## config.mk

```make
export PLATFORM = sky130hd
export DESIGN_NAME = pattern_sequencer
export DESIGN_NICKNAME = d
export VERILOG_FILES = /design/src/rtl/seq_pkg.sv /design/src/rtl/seq_trigger_sync.sv /design/src/rtl/seq_entry_store.sv /design/src/rtl/seq_tick_counter.sv /design/src/rtl/pattern_sequencer.sv
export SDC_FILE = /design/constraint.sdc
export NUM_CORES = 1
export LEC_CHECK = 0
export CAP_MARGIN = 20
export CORE_ASPECT_RATIO = 0.75
export CORE_MARGIN = 8
export CORE_UTILIZATION = 63
export CTS_CLUSTER_DIAMETER = 50
export DETAILED_ROUTE_END_ITERATION = 10
export GPL_TIMING_DRIVEN = 0
export HOLD_SLACK_MARGIN = 0.1
export PLACE_DENSITY = 0.82
export SLEW_MARGIN = 20
export SYNTH_ARGS = -nofsm -noshare
export SYNTH_HDL_FRONTEND = slang
export SYNTH_SLANG_ARGS = --single-unit
```

## constraint.sdc

```tcl
create_clock -name clk -period 9.8 [get_ports clk]
set_input_delay 1.47 -clock clk [delete_from_list [all_inputs] [get_ports clk]]
set_output_delay 1.47 -clock clk [all_outputs]
set_load 0.01 [all_outputs]
```

## src/rtl/seq_pkg.sv

```systemverilog
// Shared definitions for the timed pattern sequencer.
// Assumes: consumers import the package; no parameter-dependent types live here.
package seq_pkg;

    // Run-control states of the sequencer.
    typedef enum logic [1:0] {
        ST_IDLE = 2'd0,   // idle pattern driven, waiting for a start edge
        ST_RUN  = 2'd1,   // comparing tick counter against current entry
        ST_LAST = 2'd2    // final entry shown, closing the run next edge
    } seq_state_e;

endpackage

```

## src/rtl/seq_trigger_sync.sv

```systemverilog
// Brings an asynchronous start line into the clock domain and emits a
// one-cycle pulse on its rising edge.
// Assumes: STAGES >= 2; the input is held high for at least one clock period.
module seq_trigger_sync #(
    parameter int STAGES = 2
) (
    input  logic clk,
    input  logic rst_n,
    input  logic async_i,
    output logic rise_o
);

    logic [STAGES-1:0] sync_q;
    logic              prev_q;

    // Shift the raw input through the synchroniser chain.
    always_ff @(posedge clk) begin
        if (!rst_n) sync_q <= '0;
        else        sync_q <= {sync_q[STAGES-2:0], async_i};
    end

    // Remember the last synchronised level for edge detection.
    always_ff @(posedge clk) begin
        if (!rst_n) prev_q <= 1'b0;
        else        prev_q <= sync_q[STAGES-1];
    end

    assign rise_o = sync_q[STAGES-1] & ~prev_q;

endmodule

```

## src/rtl/seq_entry_store.sv

```systemverilog
// Table of schedule entries: a pattern and an absolute switch time each.
// One synchronous write port, one combinational read port.
// Assumes: DEPTH small enough for flop storage; contents undefined until written.
module seq_entry_store #(
    parameter int DEPTH  = 16,
    parameter int PAT_W  = 8,
    parameter int TIME_W = 40,
    localparam int AW    = (DEPTH > 1) ? $clog2(DEPTH) : 1
) (
    input  logic              clk,
    input  logic              wr_en_i,
    input  logic [AW-1:0]     wr_addr_i,
    input  logic [PAT_W-1:0]  wr_pat_i,
    input  logic [TIME_W-1:0] wr_time_i,
    input  logic [AW-1:0]     rd_addr_i,
    output logic [PAT_W-1:0]  rd_pat_o,
    output logic [TIME_W-1:0] rd_time_o
);

    logic [PAT_W-1:0]  pat_mem  [DEPTH];
    logic [TIME_W-1:0] time_mem [DEPTH];

    // Store one entry per write strobe.
    always_ff @(posedge clk) begin
        if (wr_en_i) begin
            pat_mem[wr_addr_i]  <= wr_pat_i;
            time_mem[wr_addr_i] <= wr_time_i;
        end
    end

    // Present the entry selected by the sequencer.
    always_comb begin
        rd_pat_o  = pat_mem[rd_addr_i];
        rd_time_o = time_mem[rd_addr_i];
    end

endmodule

```

## src/rtl/seq_tick_counter.sv

```systemverilog
// Run-time tick counter: held at zero while cleared, counts up while enabled,
// saturates at its maximum so a very long run cannot wrap and re-match.
// Assumes: clear has priority over enable.
module seq_tick_counter #(
    parameter int TIME_W = 40
) (
    input  logic              clk,
    input  logic              rst_n,
    input  logic              clear_i,
    input  logic              en_i,
    output logic [TIME_W-1:0] tick_o
);

    // Advance, hold or clear the tick count.
    always_ff @(posedge clk) begin
        if (!rst_n || clear_i)              tick_o <= '0;
        else if (en_i && (tick_o != '1))    tick_o <= tick_o + TIME_W'(1);
    end

endmodule

```

## src/rtl/pattern_sequencer.sv

```systemverilog
// Timed digital pattern sequencer top. On a synchronised start edge it plays
// entries 0..count-1 of the table, loading each entry's pattern into the
// output register once the tick counter reaches the entry's absolute time.
// The last entry is held one cycle, then the idle pattern returns with a
// one-cycle done pulse.
// Assumes: host does not rewrite entries of an active run; times are
// normally increasing (late entries play on consecutive cycles).
module pattern_sequencer #(
    parameter int              DEPTH        = 16,
    parameter int              PAT_W        = 8,
    parameter int              TIME_W       = 40,
    parameter int              SYNC_STAGES  = 2,
    parameter logic [PAT_W-1:0] IDLE_PATTERN = '0,
    localparam int             AW           = (DEPTH > 1) ? $clog2(DEPTH) : 1,
    localparam int             CW           = $clog2(DEPTH + 1)
) (
    input  logic              clk,
    input  logic              rst_n,
    input  logic              start_i,
    input  logic [CW-1:0]     count_i,
    input  logic              wr_en_i,
    input  logic [AW-1:0]     wr_addr_i,
    input  logic [PAT_W-1:0]  wr_pat_i,
    input  logic [TIME_W-1:0] wr_time_i,
    output logic [PAT_W-1:0]  pattern_o,
    output logic              running_o,
    output logic              done_o
);
    import seq_pkg::*;

    localparam logic [CW-1:0] DEPTH_C = CW'(DEPTH);

    seq_state_e        state_q;
    logic              trig_rise;
    logic [AW-1:0]     idx_q;
    logic [CW-1:0]     len_q;
    logic [PAT_W-1:0]  cur_pat;
    logic [TIME_W-1:0] cur_time;
    logic [TIME_W-1:0] tick;
    logic              due;
    logic              is_last;
    logic [CW-1:0]     len_eff;

    seq_trigger_sync #(.STAGES(SYNC_STAGES)) trig_i (
        .clk     (clk),
        .rst_n   (rst_n),
        .async_i (start_i),
        .rise_o  (trig_rise)
    );

    seq_entry_store #(.DEPTH(DEPTH), .PAT_W(PAT_W), .TIME_W(TIME_W)) store_i (
        .clk       (clk),
        .wr_en_i   (wr_en_i),
        .wr_addr_i (wr_addr_i),
        .wr_pat_i  (wr_pat_i),
        .wr_time_i (wr_time_i),
        .rd_addr_i (idx_q),
        .rd_pat_o  (cur_pat),
        .rd_time_o (cur_time)
    );

    seq_tick_counter #(.TIME_W(TIME_W)) tick_i (
        .clk     (clk),
        .rst_n   (rst_n),
        .clear_i (state_q == ST_IDLE),
        .en_i    (state_q == ST_RUN),
        .tick_o  (tick)
    );

    // Decode the current entry: due when its time is reached or passed.
    always_comb begin
        due     = (tick >= cur_time);
        is_last = ((CW'(idx_q) + CW'(1)) == len_q);
        len_eff = (count_i > DEPTH_C) ? DEPTH_C : count_i;
    end

    // Run control, entry index, output word and completion pulse.
    always_ff @(posedge clk) begin
        if (!rst_n) begin
            state_q   <= ST_IDLE;
            idx_q     <= '0;
            len_q     <= '0;
            pattern_o <= IDLE_PATTERN;
            running_o <= 1'b0;
            done_o    <= 1'b0;
        end else begin
            done_o <= 1'b0;
            case (state_q)
                ST_IDLE: begin
                    if (trig_rise && (count_i != '0)) begin
                        state_q   <= ST_RUN;
                        idx_q     <= '0;
                        len_q     <= len_eff;
                        running_o <= 1'b1;
                    end
                end
                ST_RUN: begin
                    if (due) begin
                        pattern_o <= cur_pat;
                        if (is_last) state_q <= ST_LAST;
                        else         idx_q   <= idx_q + AW'(1);
                    end
                end
                ST_LAST: begin
                    state_q   <= ST_IDLE;
                    pattern_o <= IDLE_PATTERN;
                    running_o <= 1'b0;
                    done_o    <= 1'b1;
                end
                default: state_q <= ST_IDLE;
            endcase
        end
    end

endmodule

```

## Word-level counts from Yosys, hierarchy flattened

Memory sizes are Yosys's and may differ from the RTL's. A register that Yosys moved wholly into a read port is not among the register bits.
Index checks and enable logic that the tools add are counted.

- Register bits after elaboration: 64
- Bits in writable memories: 768
- Input port bits: 61
- Word-level logic and storage cells: 60
- Memories kept: 2

- $add $sub $neg: 3
- Order comparisons: 2
- Equality and inequality tests: 8
- Muxes and demuxes: 20
- Bitwise logic cells: 2
- Reduce and logical (&&, ||, !) cells: 14

Memory list:

| name | depth | bits a word | read ports | clocked after memory_dff | wr ports | line | source |
|---|---|---|---|---|---|---|---|
| store_i.time_mem | 16 | 40 | 1 | 1 | 1 | seq_entry_store.sv:21 | `logic [TIME_W-1:0] time_mem [DEPTH];` |
| store_i.pat_mem | 16 | 8 | 1 | 1 | 1 | seq_entry_store.sv:20 | `logic [PAT_W-1:0] pat_mem [DEPTH];` |

Operators by type and width:

| kind | count |
|---|---|
| $add A40 B1 Y40 const B | 1 |
| $ge A40 B40 Y1 | 1 |
| $ne A40 B40 Y1 const B | 1 |
| $mux W4 | 7 |
| $pmux W8 S2 | 1 |
| $mux W8 | 1 |
| $ne A2 B2 Y1 const B | 4 |
| $pmux W4 S2 | 1 |
| $mux W2 | 3 |
| $reduce_and A2 Y1 | 3 |
| $reduce_bool A2 Y1 | 3 |
| $add A4 B1 Y5 const B | 1 |
| $eq A5 B5 Y1 | 1 |
| $gt A5 B5 Y1 const B | 1 |
| $mux W5 | 1 |
| $reduce_bool A5 Y1 | 1 |
| $add A4 B1 Y4 const B | 1 |
| $mux W1 | 4 |
| $pmux W2 S2 | 1 |
| $reduce_and A4 Y1 | 1 |
| $reduce_and A3 Y1 | 1 |
| $eq A2 B1 Y1 const B | 1 |
| $eq A2 B2 Y1 const B | 1 |
| $logic_and A1 B1 Y1 | 2 |
| 6 further kinds | 6 |

## Depth between registers and ports, before layout

Gate-level depths: netlist (run 1).

- Depth in word-level cells: 7
- Gate-level depth with buffers: 15
- Depth with buffers taken out: 11

## Modules after synthesis

From an unflattened synthesis (run 1), not the netlist that was laid out.

- Cell total of the unflattened synthesis: 1,717
- Area total of the unflattened synthesis: 33,019.2 µm²

By module, submodules not included:

| module | instances | cells each | area each (µm²) | sequential area each (µm²) |
|---|---|---|---|---|
| seq_entry_store | 1 | 1,194 | 28,733.8 | 23,062.1 |
| seq_tick_counter | 1 | 256 | 2,117.0 | 800.8 |
| pattern_sequencer | 1 | 260 | 2,075.7 | 420.4 |
| seq_trigger_sync | 1 | 7 | 92.6 | 60.1 |

## Least setup slack after synthesis (run 1)

Ideal clock, no wire load.

- Path type: in2reg
- Start: input wr_addr_i[3]
- End: memory store_i.pat_mem[0][0], enable pin
- Setup time: 0.513 ns
- Data arrival time: 5.261 ns
- Required time: 9.287 ns
- Setup slack: 4.025 ns
- Stages on the path: 2
- Cells stage by stage: or3b_2 > nor3_1

RTL lines:

| element | line | source |
|---|---|---|
| from (decl) | pattern_sequencer.sv:22 | `input logic [AW-1:0] wr_addr_i,` |
| to (decl) | seq_entry_store.sv:20 |  |

Straight into the memory's write port.

==> metrics.txt, run 1 <==
DRT iter0 DRCs 2146; nets 1902; vias per cell 6.82; total congestion overflow 0; crit path cell chain clkbuf_1 > clkbuf_1 > buf_1 > mux4_2 > mux4_2 > inv_1 > ha_1 > nand4_1 > nor4_1 > nand3_1 > a21oi_1 > o31a_1 > buf_2 > nand2_1 > o41ai_1; CTS Hold Bufs 0; Rows 72; worst vdd ir 162 uV; area share of the largest cell type after synthesis 70.1%; Post-Syn Instances 1587; fmax 177 MHz; # Post-CTS Setup Buffers 0; hpwl dp 50700 um; maxcap violations 0; final setup fails 0; GP Congestion 0.860; EDFF count, synth 768; CP startpoint kind flop; Final period util 57.8%; pin slew with the least headroom to its limit 1.15 ns; Clock Latency Late Sink 0.64 ns; top_reg_cell synth edfxtp_1; top-count cell post-synth edfxtp_1; Comb pwr share 2.5%; DRC errors left 0; Sw Share 20.5%; DRT Pass-1 Iters 6; Hold Vio Cnt, Final 0; post-CTS sizing 0; Switching Power 1440 uW; Slew HR 23.0%; Clock power frac 41.1%; io pins 71; final wirelength 81900 um; CTS Buffer Depth 3; Internal 5610 uW; max incr delay on CP 0.82 ns; Crit Path Max Fanout 10; Crit. End Element flop; Arr. time, crit path 6.15 ns; filler cell count 2862; worst clock skew 0.0301 ns; Mapped Nets 1690; die area 59800 um2; CTS Buf Count 76; Worst path slowest cell buf_1; synthesis-stage register bit count 836; Post-synth top cells 768 x edfxtp_1, 240 x mux4_2, 68 x dfxtp_1, 64 x nor2_1, 52 x inv_1; # H-tree levels 3; Area Overhead vs Synth 15.4%; RSZ-0062 raised after global routing no; Min-Delay Path Class flop to flop; CTS root buffer clkbuf_16; design area 38000 um2; final worst slack 4.14 ns; fin util 73.7%; share of layout cells above drive strength 1 25.8%; part of the Yosys area used for sequential elements 74.3%; Synth area leaders edfxtp_1 70%, mux4_2 16%, dfxtp_1 4.1%, ha_1 1.6%, xor2_1 0.75%; vias in the first global route 18000; routed wire length per instance 31.9 um; clk sink count 836; Die H 214 um; post-route antenna net violation count 0; Initial Util 63.8%; sequential power share 56.5%; clock-pin slew on the worst setup and hold paths 0.06 ns; Ys Warns 0; IO buf count 70; Vias 17500; min Tclk post-route 5.66 ns; CTS tree done; Std-Cell Core Area 51500 um2; Lkg Pwr 0.0120 uW; first-pass GRT wire length 119000 um; WS Path Type flop to flop; Critical path buffers and inverters 5; area post-placement 35600 um2; post-synth cell types 55; Die W 280 um; average size of a mapped cell 20.7 um2; status complete, no violations; largest net degree at the start of global routing 20; area leader, netlist edfxtp_1; Req. time, crit path 10.28 ns; CP delay by family, top buffers and inverters; overall routing resource usage 27.8%; post-place setup slack 4.18 ns; Synth async-reset ratio 0%; PD cells 186 nW/um2; Mapped Area 32900 um2; initial antenna violation count 4; fin. max-slew vios 0
[power by group through the flow]
stage / registers, uW / logic, uW / clock network (uW)
2_1_floorplan: 4050 / 58.2 / 0
3_3_place_gp: 4050 / 143 / 0
3_5_place_dp: 4050 / 171 / 0
4_1_cts: 3980 / 174 / 2910
5_1_grt: 3980 / 184 / 3040
6_report: 3980 / 176 / 2890
[cell usage in the layout, fill, tap and decap left out, types with 8 or more instances in the layout]
master / instances
buf_16: 14
clkinvlp_4: 9
o21ai_1: 10
inv_1: 52
and3_1: 9
dfxtp_1: 68
a21oi_1: 38
clkinv_1: 8
clkdlybuf4s50_1: 70
nand4_1: 18
clkbuf_16: 78
mux4_2: 240
ha_1: 42
clkinv_2: 18
nor2_1: 52
xnor2_1: 8
buf_2: 28
clkbuf_1: 51
edfxtp_1: 768
nor2_4: 12
xor2_1: 28
o21ai_0: 14
buf_12: 16
nand3_1: 35
buf_4: 27
nand2_1: 42
[state kept, by name, indices dropped and copies added (netlist names), named ones only]
signal and flops:
store_i.pat_mem 128, len_q 5, store_i.time_mem 640, done_o 1, running_o 1, trig_i.prev_q 1
tick_i.tick_o 40, trig_i.sync_q 2, idx_q 4, pattern_o 8, state_q 2
[final timing paths]
check / from / end / slack (ns) / cells past startpoint
hold reg to reg: trig_i.sync_q[0] / trig_i.sync_q[1] / 0.44 / 1
setup / recovery: flop / flop / 4.14 / 15
hold / removal: trig_i.sync_q[0] / trig_i.sync_q[1] / 0.44 / 1
setup reg to reg: flop / flop / 4.14 / 15
[area by class of cell]
| cell class | count | area, um2 | share of cell area [%] |
|---|---|---|---|
| inverters | 53 | 199 | 0.524 |
| well taps | 703 | 880 | 2.32 |
| flip-flops and latches | 836 | 24400 | 64.3 |
| repair buffers | 134 | 1690 | 4.45 |
| plain buffers | 66 | 284 | 0.748 |
| clock inverters | 45 | 368 | 0.969 |
| clock buffers | 96 | 2020 | 5.32 |
| diodes | 2 | 5.00 | 0.0132 |
| multi-input cells | 632 | 8090 | 21.3 |
[per-layer routing]
layer	track usage (%)	part of all wire, %
met1	37.5	38
met4	7.93	2.7
met5	0	0.037
met2	46.7	49
met3	5.63	10
[cells by family (layout without fill, tap and decap cells)]
group	after synthesis	in the layout	synth area share (%)
AND/OR/NAND/NOR	228	228	3.68
XOR/XNOR	36	36	0.959
flip-flops	836	836	74.3
adder cells (fa/ha/maj)	42	42	1.60
other	0	2	0
AO/OA/AOI/OAI	84	84	1.54
buffers and inverters	119	394	1.46
multiplexers	242	242	16.5
[stage by stage]
stage	instances	total power (uW)	setup TNS, ns	hold slack [ns]
floorplan	1587	4110	0	0.412
global placement	2360	4200	-84.43	0.415
detailed placement	2423	4230	0	0.429
CTS	2564	7060	0	0.443
global route	2566	7200	0	0.464
finish	2567	7050	0	0.438
(Power assumes the default switching activity.)
==> run 2: changes to the inputs <==
--- a/config.mk
+++ b/config.mk
@@ -8,12 +8,12 @@
 export CAP_MARGIN = 20
 export CORE_ASPECT_RATIO = 0.75
 export CORE_MARGIN = 8
-export CORE_UTILIZATION = 63
+export CORE_UTILIZATION = 62
 export CTS_CLUSTER_DIAMETER = 50
 export DETAILED_ROUTE_END_ITERATION = 10
 export GPL_TIMING_DRIVEN = 0
 export HOLD_SLACK_MARGIN = 0.1
-export PLACE_DENSITY = 0.82
+export PLACE_DENSITY = 0.81
 export SLEW_MARGIN = 20
 export SYNTH_ARGS = -nofsm -noshare
 export SYNTH_HDL_FRONTEND = slang
==> constraint.sdc (replaced) <==
create_clock -name clk -period 5.8 [get_ports clk]
set_input_delay 0.87 -clock clk [delete_from_list [all_inputs] [get_ports clk]]
set_output_delay 0.87 -clock clk [all_outputs]
set_load 0.01 [all_outputs]
==> run 2 against run 1 <==
Hold slack improved by 0.014 ns. Die area is 1.5% higher. Clock-buffer cell count did not move. Fmax increased by 2.3%. Final area increased by 0.58%.
==> metrics.txt, run 2 (same netlist as run 1, synthesis figures left out) <==
status complete, no violations; fmax 181 MHz (+2.3%); Reg2Reg Depth 15 (unchanged); most frequent cells in the layout 768 x edfxtp_1, 240 x mux4_2, 78 x clkbuf_16, 70 x clkdlybuf4s50_1, 68 x dfxtp_1; CTS tree done; first-pass GRT wire length 118000 um (-1.4%); initial antenna violation count 6 (+2); design area 38200 um2 (+0.58%); Most flops, register store_i.time_mem; Hold Vio Cnt, Final 0 (unchanged); Internal 9780 uW (+74%); Area Overhead vs Synth 16.1%; Min-Delay Endpoint trig_i.sync_q[1]; GP Congestion 0.890 (+3.4%); Switching Power 2450 uW (+69%); largest net degree at the start of global routing 19 (-5.0%); reg2reg end idx_q[0]; Die H 215 um (+0.74%); worst clock skew 0.0213 ns (-0.00877 ns); Req. time, crit path 6.31 ns (-3.97 ns); share of layout cells above drive strength 1 25.7% (-0.13 points); clk sink count 836 (unchanged); Initial Util 62.4% (-1.4 points); Min-Delay Path Class flop to flop; Lkg Pwr 0.0120 uW (+0.68%); WHS Path Cells 1 (unchanged); flip-flop count of the largest register after layout 640 (unchanged); CP startpoint kind flop; WS Path Type flop to flop; total congestion overflow 0 (unchanged); Total Power 12200 uW (+73%); hpwl dp 50900 um (+0.35%); DRC errors left 0 (unchanged); Sw Share 20.0% (-0.47 points); sequential power share 55.0% (-1.5 points); CTS Buffer Depth 3 (unchanged); IO buf count 70 (unchanged); nets 1898 (-0.21%); setup_tns 0 ns (unchanged); Slew HR 26.1% (+3.1 points); Rows 73 (+1.4%); CTS Buf Count 78 (+2.6%); R2R Setup Slk 0.27 ns (-3.87 ns); Arr. time, crit path 6.04 ns (-0.11 ns); DRT iter0 DRCs 2212 (+3.1%); vias in the first global route 17800 (-0.66%); pin slew with the least headroom to its limit 1.11 ns (-0.0458 ns); vias per cell 6.68 (-2.1%); min Tclk post-route 5.53 ns (-0.126 ns); commonest non-fill, non-tap cell in the layout edfxtp_1; Die W 282 um (+0.76%); RSZ-0062 raised after global routing no; io pins 71 (unchanged); final wirelength 80100 um (-2.2%); CTS Hold Bufs 0 (unchanged); clock-pin slew on the worst setup and hold paths 0.06 ns (about the same); Crit. End Element flop; Comb pwr share 2.4% (about the same); CTS root buffer clkbuf_16; Clock power frac 42.6% (+1.5 points); min-delay src trig_i.sync_q[0]; fin util 72.4% (-1.2 points); worst vdd ir 272 uV (+68%); final setup fails 0 (unchanged); fin. max-slew vios 0 (unchanged); die area 60700 um2 (+1.5%); # H-tree levels 3 (unchanged); routed wire length per instance 31.1 um (-2.4%); Std-Cell Core Area 52700 um2 (+2.3%); DRT Pass-1 Iters 5 (-1); post-route antenna net violation count 0 (unchanged); registers with the most flip-flops store_i.time_mem x640, store_i.pat_mem x128, tick_i.tick_o x40; Clock Latency Late Sink 0.62 ns (-0.02 ns); Final period util 95.4% (+38 points); Vias 17200 (-1.9%); overall routing resource usage 26.7% (-1.1 points); Crit Path Max Fanout 10 (unchanged); area post-placement 35600 um2 (+0.12%); PD cells 320 nW/um2 (+72%); maxcap violations 0 (unchanged)
[run 2: cell count changes in the layout (fill, tap and decap cells not counted), moves of 2 or more]
cell	previous run	this run
clkbuf_1	51	46
clkinv_1	8	11
bufinv_16	4	10
clkbuf_2	1	3
clkbuf_8	0	3
buf_16	14	22
clkinv_2	18	9
buf_4	27	20
diode_2	2	4
buf_12	16	8
[run 2: per-layer routing]
metal	up-vias	track usage, %	wire [um]
met5	-	0	28
met4	4	8.70	2780
met3	187	5.71	6680
met2	1016	45.2	40900
met1	8988	34.7	29700
li1	6981	-	-
[run 2: worst max-delay path by stage]
| stage | from | end | slack [ns] | depth (start not counted) |
|---|---|---|---|---|
| 6_report | flop | idx_q[0] | 0.27 | 15 |
| 3_3_place_gp | wr_en_i | store_i.time_mem[0][18] | -3.78 | 3 |
| 5_1_grt | flop | flop | 0.008 | 15 |
| 4_1_cts | flop | flop | 0.20 | 15 |
| 2_1_floorplan | wr_addr_i[3] | store_i.pat_mem[0][0] | 0.63 | 2 |
| 3_5_place_dp | flop | flop | 0.19 | 15 |
[run 2: through the flow]
step / hold slack, ns / setup WS [ns] / std cells
2_1_floorplan: 0.412 / 0.625 / 1587
3_5_place_dp: 0.438 / 0.187 / 2427
4_1_cts: 0.459 / 0.201 / 2568
3_3_place_gp: 0.415 / -3.78 / 2369
5_1_grt: 0.476 / 0.00786 / 2571
6_report: 0.452 / 0.265 / 2572
[run 2: critical path: stages (launching register included)]
cell and delay [ns]:
dfxtp_1 0.31, clkbuf_1 0.15, clkdlybuf4s15_1 0.75, buf_2 0.52, mux4_2 0.57, mux4_2 0.54
inv_1 0.13, ha_1 0.17, nand4_1 0.20, nor4_1 0.52, nand3_1 0.19, a21oi_1 0.41
o31a_1 0.23, buf_2 0.26, a21oi_1 0.16, a311oi_1 0.33
[run 2: what timing repair did]
action / CTS / global route
hold endpoints to repair: 0 / 0
setup endpoints to repair: 0 / 4
buffers inserted: 0 / 0
gates resized for setup: 0 / 10
[run 2: power by group through the flow]
stage	registers [uW]	clock network, uW	logic (uW)
after floorplan	6840	0	98.3
after global placement	6850	0	239
after detailed placement	6850	0	289
after CTS	6720	5230	293
after global routing	6730	5460	312
final	6720	5200	295
[run 2: final cells by class]
class / instances / area, um2
diodes: 4 / 10.0
plain buffers: 66 / 293
clock buffers: 96 / 2050
clock inverters: 45 / 515
fillers: 2958 / 14500
inverters: 53 / 199
multi-input cells: 632 / 8090
flip-flops and latches: 836 / 24400
well taps: 712 / 891
repair buffers: 128 / 1710
